`src/rtl/trapu_pkg.sv`:
```
`timescale 1ns/1ps
package trapu_pkg;
  // Privilege encodings (code 2 is never stored)
  localparam logic [1:0] PRV_U   = 2'd0;
  localparam logic [1:0] PRV_S   = 2'd1;
  localparam logic [1:0] PRV_RSV = 2'd2;
  localparam logic [1:0] PRV_M   = 2'd3;

  // Status word layout: one 3-bit slot per stack level, override bit after
  localparam int unsigned STACK_DEPTH = 3;
  localparam int unsigned SLOT_W      = 3;
  localparam int unsigned BIT_MPRV    = STACK_DEPTH * SLOT_W;
  localparam int unsigned STAT_W      = BIT_MPRV + 1;

  // Pending / enable bit positions
  localparam int unsigned PB_SSIP = 1;
  localparam int unsigned PB_MSIP = 3;
  localparam int unsigned PB_STIP = 5;
  localparam int unsigned PB_MTIP = 7;

  // Interrupt codes
  localparam int unsigned CODE_W = 2;
  localparam logic [CODE_W-1:0] CODE_SW   = 2'd0;
  localparam logic [CODE_W-1:0] CODE_TMR  = 2'd1;
  localparam logic [CODE_W-1:0] CODE_HOST = 2'd2;

  // Write targets
  localparam logic [1:0] SEL_STATUS = 2'd0;
  localparam logic [1:0] SEL_PEND   = 2'd1;
  localparam logic [1:0] SEL_ENAB   = 2'd2;
  localparam logic [1:0] SEL_TCMP   = 2'd3;

  typedef struct packed {
    logic m_tmr;
    logic m_sw;
    logic s_tmr;
    logic s_sw;
  } irq_bits_t;
endpackage

```
`src/rtl/trapu_status.sv`:
```
`timescale 1ns/1ps
module trapu_status
  import trapu_pkg::*;
#(
  parameter int XLEN = 64
) (
  input  logic              clk,
  input  logic              rst_n,
  input  logic              trap_go,
  input  logic              ret_go,
  input  logic              wr_en,
  input  logic [STAT_W-1:0] wr_data,
  output logic [1:0]        prv_o,
  output logic              ie_o,
  output logic [XLEN-1:0]   status_o
);
  localparam int unsigned TOP = STACK_DEPTH - 1;

  logic [TOP:0][1:0] prv_q, prv_d, wr_prv;
  logic [TOP:0]      ie_q, ie_d, wr_ie;
  logic              mprv_q, mprv_d;
  logic              upd_en;

  // Write filter: a reserved privilege code keeps the old field
  for (genvar l = 0; l < STACK_DEPTH; l++) begin : g_wfilt
    localparam int unsigned BASE = l * SLOT_W;
    logic [1:0] raw;
    assign raw       = wr_data[BASE+2:BASE+1];
    assign wr_ie[l]  = wr_data[BASE];
    assign wr_prv[l] = (raw == PRV_RSV) ? prv_q[l] : raw;
  end

  assign upd_en = trap_go | ret_go | wr_en;

  always_comb begin
    prv_d  = prv_q;
    ie_d   = ie_q;
    mprv_d = mprv_q;
    if (trap_go) begin
      for (int l = TOP; l > 0; l--) begin
        prv_d[l] = prv_q[l-1];
        ie_d[l]  = ie_q[l-1];
      end
      prv_d[0] = PRV_M;
      ie_d[0]  = 1'b0;
      mprv_d   = 1'b0;
    end else if (ret_go) begin
      for (int l = 0; l < TOP; l++) begin
        prv_d[l] = prv_q[l+1];
        ie_d[l]  = ie_q[l+1];
      end
      prv_d[TOP] = PRV_U;
      ie_d[TOP]  = 1'b1;
    end else if (wr_en) begin
      prv_d  = wr_prv;
      ie_d   = wr_ie;
      mprv_d = wr_data[BIT_MPRV];
    end
  end

  always_ff @(posedge clk or negedge rst_n) begin
    if (!rst_n) begin
      for (int l = 0; l < STACK_DEPTH; l++) begin
        prv_q[l] <= (l == 0) ? PRV_M : PRV_S;
      end
      ie_q   <= '0;
      mprv_q <= 1'b0;
    end else if (upd_en) begin
      prv_q  <= prv_d;
      ie_q   <= ie_d;
      mprv_q <= mprv_d;
    end
  end

  always_comb begin
    status_o = '0;
    for (int l = 0; l < STACK_DEPTH; l++) begin
      status_o[l*SLOT_W]          = ie_q[l];
      status_o[l*SLOT_W+1 +: 2]   = prv_q[l];
    end
    status_o[BIT_MPRV] = mprv_q;
  end

  assign prv_o = prv_q[0];
  assign ie_o  = ie_q[0];

  // push shifts the stack and enters machine mode with enables off
  assert_stack_push_R2: assert property (@(posedge clk) disable iff (!rst_n)
    trap_go |=> (prv_q[0] == PRV_M) && !ie_q[0] && !mprv_q &&
                (prv_q[1] == $past(prv_q[0])) && (ie_q[1] == $past(ie_q[0])) &&
                (prv_q[2] == $past(prv_q[1])));

  // pop refills the deepest slot with user / enabled
  assert_stack_pop_R4: assert property (@(posedge clk) disable iff (!rst_n)
    (ret_go && !trap_go) |=> (prv_q[TOP] == PRV_U) && ie_q[TOP] &&
                             (prv_q[0] == $past(prv_q[1])));

  // the reserved privilege code never reaches the register
  assert_no_rsv_prv_R10: assert property (@(posedge clk) disable iff (!rst_n)
    (prv_q[0] != PRV_RSV) && (prv_q[1] != PRV_RSV) && (prv_q[2] != PRV_RSV));
endmodule

```
`src/rtl/trapu_timer.sv`:
```
`timescale 1ns/1ps
module trapu_timer #(
  parameter int XLEN = 64
) (
  input  logic            clk,
  input  logic            rst_n,
  input  logic [XLEN-1:0] rtc,
  input  logic            cmp_we,
  input  logic [XLEN-1:0] cmp_wdata,
  output logic            mtip_o
);
  logic [XLEN-1:0] cmp_q, cmp_d;
  logic            mtip_q, mtip_d;
  logic            reached;

  assign reached = (rtc >= cmp_q);

  always_comb begin
    cmp_d  = cmp_we ? cmp_wdata : cmp_q;
    mtip_d = cmp_we ? 1'b0 : (mtip_q | reached);
  end

  always_ff @(posedge clk or negedge rst_n) begin
    if (!rst_n) begin
      cmp_q  <= '1;
      mtip_q <= 1'b0;
    end else begin
      if (cmp_we) cmp_q <= cmp_d;
      mtip_q <= mtip_d;
    end
  end

  assign mtip_o = mtip_q;

  // reaching the compare value sets the bit unless a compare write clears it
  assert_mtip_set_R9: assert property (@(posedge clk) disable iff (!rst_n)
    (!cmp_we && reached) |=> mtip_q);

  assert_mtip_clear_R9: assert property (@(posedge clk) disable iff (!rst_n)
    cmp_we |=> !mtip_q);

  assert_mtip_sticky_R9: assert property (@(posedge clk) disable iff (!rst_n)
    (mtip_q && !cmp_we) |=> mtip_q);
endmodule

```
`src/rtl/trapu_arb.sv`:
```
`timescale 1ns/1ps
module trapu_arb
  import trapu_pkg::*;
(
  input  logic [1:0]        prv,
  input  logic              ie,
  input  irq_bits_t         live,
  input  logic              host_nz,
  output logic              irq_valid,
  output logic [CODE_W-1:0] irq_code
);
  logic m_open, s_open;

  assign m_open = (prv < PRV_M) || ((prv == PRV_M) && ie);
  assign s_open = (prv < PRV_S) || ((prv == PRV_S) && ie);

  always_comb begin
    irq_valid = 1'b1;
    irq_code  = CODE_SW;
    if (m_open && live.m_sw) begin
      irq_code = CODE_SW;
    end else if (m_open && live.m_tmr) begin
      irq_code = CODE_TMR;
    end else if (m_open && host_nz) begin
      irq_code = CODE_HOST;
    end else if (s_open && live.s_sw) begin
      irq_code = CODE_SW;
    end else if (s_open && live.s_tmr) begin
      irq_code = CODE_TMR;
    end else begin
      irq_valid = 1'b0;
    end
  end
endmodule

```
`src/rtl/priv_trap_unit.sv`:
```
`timescale 1ns/1ps
module priv_trap_unit
  import trapu_pkg::*;
#(
  parameter int              XLEN     = 64,
  parameter logic [XLEN-1:0] VEC_BASE = 'h100
) (
  input  logic            clk,
  input  logic            rst_n,
  input  logic            trap_req,
  input  logic [XLEN-1:0] trap_cause,
  input  logic [XLEN-1:0] cur_pc,
  input  logic            ret_req,
  input  logic            host_msg_nz,
  input  logic [XLEN-1:0] rtc,
  input  logic            csr_we,
  input  logic [1:0]      csr_sel,
  input  logic [XLEN-1:0] csr_wdata,
  output logic [XLEN-1:0] status_o,
  output logic [XLEN-1:0] pending_o,
  output logic [XLEN-1:0] enable_o,
  output logic [XLEN-1:0] cause_o,
  output logic [XLEN-1:0] epc_o,
  output logic [XLEN-1:0] vec_pc_o,
  output logic            trap_fire_o
);
  localparam int unsigned     VEC_SHIFT = 6;
  localparam logic [XLEN-1:0] START_PC  = VEC_BASE + XLEN'(256);

  // ---- write decode ----
  logic wr_status, wr_pend, wr_enab, wr_tcmp;
  assign wr_status = csr_we && (csr_sel == SEL_STATUS);
  assign wr_pend   = csr_we && (csr_sel == SEL_PEND);
  assign wr_enab   = csr_we && (csr_sel == SEL_ENAB);
  assign wr_tcmp   = csr_we && (csr_sel == SEL_TCMP);

  // ---- decision ----
  logic              irq_valid, irq_go, exc_go, take_any, ret_go;
  logic [CODE_W-1:0] irq_code;
  logic [1:0]        prv_cur;
  logic              ie_cur;
  logic              mtip;
  irq_bits_t         live;

  assign exc_go   = trap_req;
  assign irq_go   = irq_valid && !trap_req;
  assign take_any = exc_go || irq_go;
  assign ret_go   = ret_req && !take_any;

  // ---- status stack ----
  trapu_status #(.XLEN(XLEN)) u_status (
    .clk      (clk),
    .rst_n    (rst_n),
    .trap_go  (take_any),
    .ret_go   (ret_go),
    .wr_en    (wr_status),
    .wr_data  (csr_wdata[STAT_W-1:0]),
    .prv_o    (prv_cur),
    .ie_o     (ie_cur),
    .status_o (status_o)
  );

  // ---- timer ----
  trapu_timer #(.XLEN(XLEN)) u_timer (
    .clk       (clk),
    .rst_n     (rst_n),
    .rtc       (rtc),
    .cmp_we    (wr_tcmp),
    .cmp_wdata (csr_wdata),
    .mtip_o    (mtip)
  );

  // ---- pending (software bits) and enable registers ----
  logic [2:0] pend_q, pend_d;   // {stip, msip, ssip}
  logic [3:0] enab_q, enab_d;   // {mtie, stie, msie, ssie}

  always_comb begin
    pend_d = pend_q;
    enab_d = enab_q;
    if (wr_pend) pend_d = {csr_wdata[PB_STIP], csr_wdata[PB_MSIP], csr_wdata[PB_SSIP]};
    if (wr_enab) enab_d = {csr_wdata[PB_MTIP], csr_wdata[PB_STIP],
                           csr_wdata[PB_MSIP], csr_wdata[PB_SSIP]};
  end

  always_ff @(posedge clk or negedge rst_n) begin
    if (!rst_n) begin
      pend_q <= '0;
      enab_q <= '0;
    end else begin
      if (wr_pend) pend_q <= pend_d;
      if (wr_enab) enab_q <= enab_d;
    end
  end

  always_comb begin
    pending_o          = '0;
    pending_o[PB_SSIP] = pend_q[0];
    pending_o[PB_MSIP] = pend_q[1];
    pending_o[PB_STIP] = pend_q[2];
    pending_o[PB_MTIP] = mtip;
    enable_o           = '0;
    enable_o[PB_SSIP]  = enab_q[0];
    enable_o[PB_MSIP]  = enab_q[1];
    enable_o[PB_STIP]  = enab_q[2];
    enable_o[PB_MTIP]  = enab_q[3];
  end

  assign live.s_sw  = pend_q[0] & enab_q[0];
  assign live.m_sw  = pend_q[1] & enab_q[1];
  assign live.s_tmr = pend_q[2] & enab_q[2];
  assign live.m_tmr = mtip      & enab_q[3];

  trapu_arb u_arb (
    .prv       (prv_cur),
    .ie        (ie_cur),
    .live      (live),
    .host_nz   (host_msg_nz),
    .irq_valid (irq_valid),
    .irq_code  (irq_code)
  );

  // ---- trap record ----
  logic [XLEN-1:0] cause_q, cause_d, epc_q, epc_d, vpc_q, vpc_d;
  logic            fire_q;

  always_comb begin
    cause_d = cause_q;
    epc_d   = epc_q;
    vpc_d   = vpc_q;
    if (take_any) begin
      cause_d = exc_go ? trap_cause : {1'b1, {(XLEN-1-CODE_W){1'b0}}, irq_code};
      epc_d   = cur_pc;
      vpc_d   = VEC_BASE + (XLEN'(prv_cur) << VEC_SHIFT);
    end
  end

  always_ff @(posedge clk or negedge rst_n) begin
    if (!rst_n) begin
      cause_q <= '0;
      epc_q   <= '0;
      vpc_q   <= START_PC;
      fire_q  <= 1'b0;
    end else begin
      if (take_any) begin
        cause_q <= cause_d;
        epc_q   <= epc_d;
        vpc_q   <= vpc_d;
      end
      fire_q <= take_any;
    end
  end

  assign cause_o     = cause_q;
  assign epc_o       = epc_q;
  assign vec_pc_o    = vpc_q;
  assign trap_fire_o = fire_q;

  // vector offset follows the privilege held before the push
  assert_vector_offset_R3: assert property (@(posedge clk) disable iff (!rst_n)
    take_any |=> (vec_pc_o == VEC_BASE + (XLEN'($past(prv_cur)) << VEC_SHIFT)) &&
                 (epc_o == $past(cur_pc)));

  // an exception request always records its own cause
  assert_exc_cause_R5: assert property (@(posedge clk) disable iff (!rst_n)
    trap_req |=> (cause_o == $past(trap_cause)));

  // interrupt causes carry the top bit
  assert_irq_msb_R8: assert property (@(posedge clk) disable iff (!rst_n)
    (irq_valid && !trap_req) |=> cause_o[XLEN-1]);

  // fire pulse follows exactly the taken traps
  assert_fire_pulse_R12: assert property (@(posedge clk) disable iff (!rst_n)
    (trap_req || irq_valid) |=> trap_fire_o);

  assert_fire_quiet_R12: assert property (@(posedge clk) disable iff (!rst_n)
    (!trap_req && !irq_valid) |=> !trap_fire_o);
endmodule

```
`config.mk`:
```
export PLATFORM = sky130hd
export DESIGN_NAME = priv_trap_unit
export DESIGN_NICKNAME = d
export VERILOG_FILES = /design/src/rtl/trapu_pkg.sv /design/src/rtl/trapu_status.sv /design/src/rtl/trapu_timer.sv /design/src/rtl/trapu_arb.sv /design/src/rtl/priv_trap_unit.sv
export SDC_FILE = /design/constraint.sdc
export NUM_CORES = 1
export LEC_CHECK = 0
export CORE_AREA = 2 2 249 251
export CTS_CLUSTER_SIZE = 10
export DETAILED_ROUTE_END_ITERATION = 7
export DIE_AREA = 0 0 251 253
export GPL_TIMING_DRIVEN = 0
export PLACE_DENSITY = 0.53
export REMOVE_ABC_BUFFERS = 1
export SLEW_MARGIN = 20
export SYNTH_ARGS = -nofsm -noshare
export SYNTH_HDL_FRONTEND = slang
export SYNTH_SLANG_ARGS = --single-unit
```
`constraint.sdc`:
```
create_clock -name clk -period 2.8 [get_ports clk]
set_input_delay 0.28 -clock clk [delete_from_list [all_inputs] [get_ports clk]]
set_output_delay 0.28 -clock clk [all_outputs]
set_load 0.02 [all_outputs]
```
# After elaboration in Yosys (flattened, before gate mapping)
# Cells that the tools add are included.
classes:
  n_addsub: 1
  magnitude_cmp: 3
  n_eq_ne: 12
  muxes: 24
  bitwise_logic: 7
  reduce_logical: 26
op_table:
  columns: ["cell", "n"]
  rows:
  - ["$ge 64x64->1", 1]
  - ["$mux 64", 1]
  - ["$mux 6", 3]
  - ["$mux 2", 7]
  - ["$logic_and 1x1->1", 13]
  - ["$eq 2x2->1 const B", 6]
  - ["$reduce_and 3->1", 4]
  - ["$add 9x8->10 const A", 1]
  - ["$mux 1", 10]
  - ["$mux 3", 3]
  - ["$ne 3x2->1 const B", 3]
  - ["$and 1x1->1", 4]
  - ["$eq 2x1->1 const B", 2]
  - ["$logic_or 1x1->1", 3]
  - ["$or 1x1->1", 3]
  - ["$reduce_bool 3->1", 1]
  - ["$logic_not 1->1", 2]
  - ["$logic_not 2->1", 1]
  - ["$lt 2x1->1 const B", 1]
  - ["$lt 2x2->1 const B", 1]
  - ["$ne 2x2->1 const B", 1]
  - ["$reduce_and 2->1", 1]
  - ["$reduce_bool 2->1", 1]
word_totals:
  ff_bits: 275
  in_bits: 264
  out_inout_bits: 385

# Longest topological paths before layout
depth:
  depth_word: 16
  ltp_mapped: 10

# Cells and area by module
# Synthesis repeated with hierarchy kept, for this count alone.
hier_totals:
  cells_unflattened: 1069
  hier_area_um2: 11717.5
modules_own_cells:
  columns: ["mod", "n_inst", "cells_each", "area_per_inst_um2", "seq_area_each_um2"]
  rows:
  - ["priv_trap_unit", 1, 500, 6600.1, 3504.6]
  - ["trapu_timer", 1, 436, 4015.1, 1706.6]
  - ["trapu_status", 1, 121, 1027.2, 255.2]
  - ["trapu_arb", 1, 12, 75.1, 0.0]

# Worst setup path before layout
# Ideal clock, no wire load.
synth_timing:
  path_kind: "register -> register"
  from: "register u_timer.cmp_q[14]"
  to: "register u_timer.mtip_q, in the netlist u_timer.mtip_o"
  setup_time_ns: 0.136
  t_arrival_ns: 1.977
  required_time_ns: 2.664
  setup_slack_ns: 0.686
  path_stages_with_launch: 9
  n_path_buf: 0
  synth_period_minus_slack_ns: 2.114
  path_cell_list: "dfstp_2 inv_1 ha_1 a21oi_1 nand2_1 a221o_1 o31a_1 a2111oi_0 o21ai_0"
synth_via:
  elab_chain_cells: 3
synth_lines:
  columns: ["element", "line", "text"]
  rows:
  - ["start: declaration", "trapu_timer.sv:12", "logic [XLEN-1:0] cmp_q, cmp_d;"]
  - ["start signal: assignment", "trapu_timer.sv:28", "if (cmp_we) cmp_q <= cmp_d;"]
  - ["$ge 64x64->1", "trapu_timer.sv:16", "assign reached = (rtc >= cmp_q);"]
  - ["$or 1x1->1", "trapu_timer.sv:20", "mtip_d = cmp_we ? 1'b0 : (mtip_q | reached);"]
  - ["$mux 1", "trapu_timer.sv:20", null]
  - ["via u_timer.mtip_d", "trapu_timer.sv:13", "logic mtip_q, mtip_d;"]
  - ["end signal: assignment", "trapu_timer.sv:29", "mtip_q <= mtip_d;"]
  - ["end: declaration", "trapu_timer.sv:13", null]
# The timed path passes the listed nets, and every way through them passes these cells.
# A chain may end at the register's enable or synchronous reset.

# Worst setup path in the final report
layout_timing:
  from: "register u_timer.cmp_q[7]"
  to: "register u_timer.mtip_q, in the netlist u_timer.mtip_o"
# Same word-level chain as after synthesis.

==> out/results.tsv <==
metric	value	unit
outcome	finished, final reports clean	
Most used DFF post-synth	dfrtp_1	
drt drc	0	
Setup Skew	47.63	ps
CTS tree	yes	
DR pass1 iterations	5	
fraction of layout cells with a size suffix above 1	0.1333	
Pleak	7.704	nW
period utilization	0.9004	
Seq/Total Area, Yosys	0.4722	
Buf+Inv Stages, Crit Path	1	
Vias/cell	3.714	
Die Height	253	microns
Least-Margin Pin Slew	645.2	ps
WS Path Type	flip-flop to flip-flop	
post-route ant nets	0	
CTS root buffer	clkbuf_16	
clk_lat worst skew	610	ps
Synth area leaders	dfrtp_1, dfstp_2, buf_4	
Max Fclk	396.7	MHz
max_slew headroom	0.5680	
metal3 WL	3392	microns
Tmin final	2521	ps
die span in x	251	microns
GRT overflow	0	
crit-path max cell delay	530	ps
crit-path max FO	2	
post-synth top area share	0.3156	
Worst EP required	3230	ps
RSZ-0062 raised after global routing	false	
drt first-iter violations	193	
Yosys top cell by area	dfrtp_1	
Int Pwr	7.983	mW
Max Slew Vio Count	0	
initial antenna violation count	2	
synthesis-stage register bit count	215	
via count	8766	
total wire length	38000	microns
clock share of power	0.312	
Num CTS Buffers	30	
DR WL met2	18450	microns
post-synthesis cell type count	51	
switching power of the nets	4.143	mW
TNS Setup	0	ps
Final Hold Viols	0	
syn_area_per_cell	10.25	sq um
cell mode on critical path	o21ai_0	
gpl congestion	0.7649	
crit-path cells	inv_1, ha_1, a21oi_1, o21ai_0, a221o_1, o31a_1, a2111oi_2, o21ai_0	
pre-CTS setup slack	-392.2	ps
top-count cell post-synth	buf_4	
H-Tree Depth	1	
commonest cells in the netlist	buf_4, nand2_1, dfrtp_1	
Clock Pin Slew Worst Setup and Hold Paths	60	ps
worst min-delay path class	primary input to flip-flop	
peak supply drop	0.0004999	V
Layout Utilization	0.2770	
slowest CP cell	dfstp_2	
area delta synth->final	46.04	%
vias in the first global route	9018	
Initial Util	0.1897	
largest net degree at the start of global routing	87	
Site Rows	91	
Startpoint Class	flip-flop	
setup ws final	278.9	ps
Total GRT Usage	0.1147	
delay-heaviest family, CP	compound AO/OA/AOI/OAI gates	
WP data arrival	2950	ps
total power per unit cell area	717.3	nW/um^2
Syn. warnings	0	
Seq pwr share	0.354	
Post-Synthesis Cell Area	11580	sq um
cell count after synthesis	1129	
Final setup viols	0	
worst-case clock buffer depth	3	
Fill cells	6384	
Post-synth EDFFs	0	
logic gate share of total power	0.334	
HPWL Detailed	29700	microns
die area	63500	sq um
nets@finish	1872	
# IOs	649	
Tot Pwr	12.13	mW
WL met1	15140	microns
Sw Share	0.3417	
port buffer count	414	
drt wl/cell	16.10	microns
core box area	61030	sq um
Num Clock Sinks	215	
first-pass GRT wire length	55500	microns
Setup crit end kind	flip-flop	
top layer in use	met5	
max cap viols	0	
ys async rst share	1.000	
-- cell type report --
cell class	instances	area, sq um	share of cell area
Antenna cell	2	5.005	0.0002960
Clock buffer	45	837.1	0.04951
Clock inverter	11	141.4	0.008363
Inverter	67	254.0	0.01502
Multi-Input combinational cell	803	4805	0.2842
Sequential cell	215	5466	0.3233
Tap cell	790	988.4	0.05847
Timing Repair Buffer	427	4409	0.2608
-- layout by cell type, fill, tap and decap left out, types with 30 or more instances in the layout --
cell,n
conb_1,234
dfstp_2,69
dfrtp_1,146
a21oi_1,37
a22o_1,62
nand2_1,228
mux2_2,69
inv_1,66
clkdlybuf4s50_1,412
clkbuf_16,30
ha_1,64
-- per-layer routing --
layer / track usage / vias to the layer above
met1: 0.1354 / 4206
met3: 0.04019 / 43
met4: 0.03146 / 2
met5: 0 / -
li1: - / 4118
met2: 0.1970 / 397
-- registers in the layout (all words and copies together), names as in the netlist --
register / count
cause_o: 64
epc_o: 64
u_timer.cmp_q: 64
enab_q: 4
u_status.status_o: 4
vec_pc_o: 4
pend_q: 3
u_status.ie_q: 3
u_status.prv_o: 2
trap_fire_o: 1
u_status.mprv_q: 1
u_timer.mtip_o: 1
-- worst register-to-register path: cells and delay by family, from the launching register on --
kind | cells | cell delay, ps
AOI/OAI and AO/OA | 6 | 1470
DFF | 1 | 530
adders and majority gates | 1 | 290
buffers and inverters | 1 | 70
-- timing repair --
item | in CTS | in global routing
hold endpoints to repair | 49 | 0
hold buffers | 1 | 0
gates resized for setup | 1 | 0
cloned | 0 | 0
setup endpoints to repair | 1 | 1
buffers inserted | 0 | 2
-- stage by stage --
step	hold slack [ps]	cells	cell area, sq um
2_1_floorplan	-15.59	1085	10490
3_3_place_gp	451.0	2289	15620
3_5_place_dp	292.4	2299	15890
4_1_cts	77.81	2356	16890
5_1_grt	96.93	2358	16900
6_report	133.1	2360	16910
-- cell families after synthesis --
group                      synth area share
and+or+nand+nor                      0.1096
other                             0.0003239
buffers and inverters                0.1910
adders and majority gates           0.06917
AOI/OAI and AO/OA                   0.08885
muxes                               0.06885
DFF                                  0.4722
-- path summary, 6_finish.rpt --
kind / from / to / slack (ps) / cells after the start
setup / recovery: u_timer.cmp_q[7]$_DFFE_PN1P_ / u_timer.mtip_o$_DFF_PN0_ / 280 / 8
hold / removal: trap_req / cause_o[15]$_DFFE_PN0P_ / 130 / 2
setup reg to reg: u_timer.cmp_q[7]$_DFFE_PN1P_ / u_timer.mtip_o$_DFF_PN0_ / 280 / 8
hold reg to reg: epc_o[28]$_DFFE_PN0P_ / epc_o[28]$_DFFE_PN0P_ / 460 / 2
max in group asynchronous: rst_n / u_timer.cmp_q[22]$_DFFE_PN1P_ / 1640 / 3
min in group asynchronous: rst_n / epc_o[59]$_DFFE_PN0P_ / 220 / 2
-- power by group through the flow --
stage | combinational, mW | sequential [mW] | clock, mW
6_report | 4.06 | 4.29 | 3.78
3_5_place_dp | 4.11 | 4.33 | 0
4_1_cts | 4.13 | 4.31 | 3.97
3_3_place_gp | 3.91 | 4.28 | 0
2_1_floorplan | 1.50 | 4.82 | 0
5_1_grt | 4.43 | 4.39 | 4.09
Note: power is estimated with default switching activity, not from simulation.
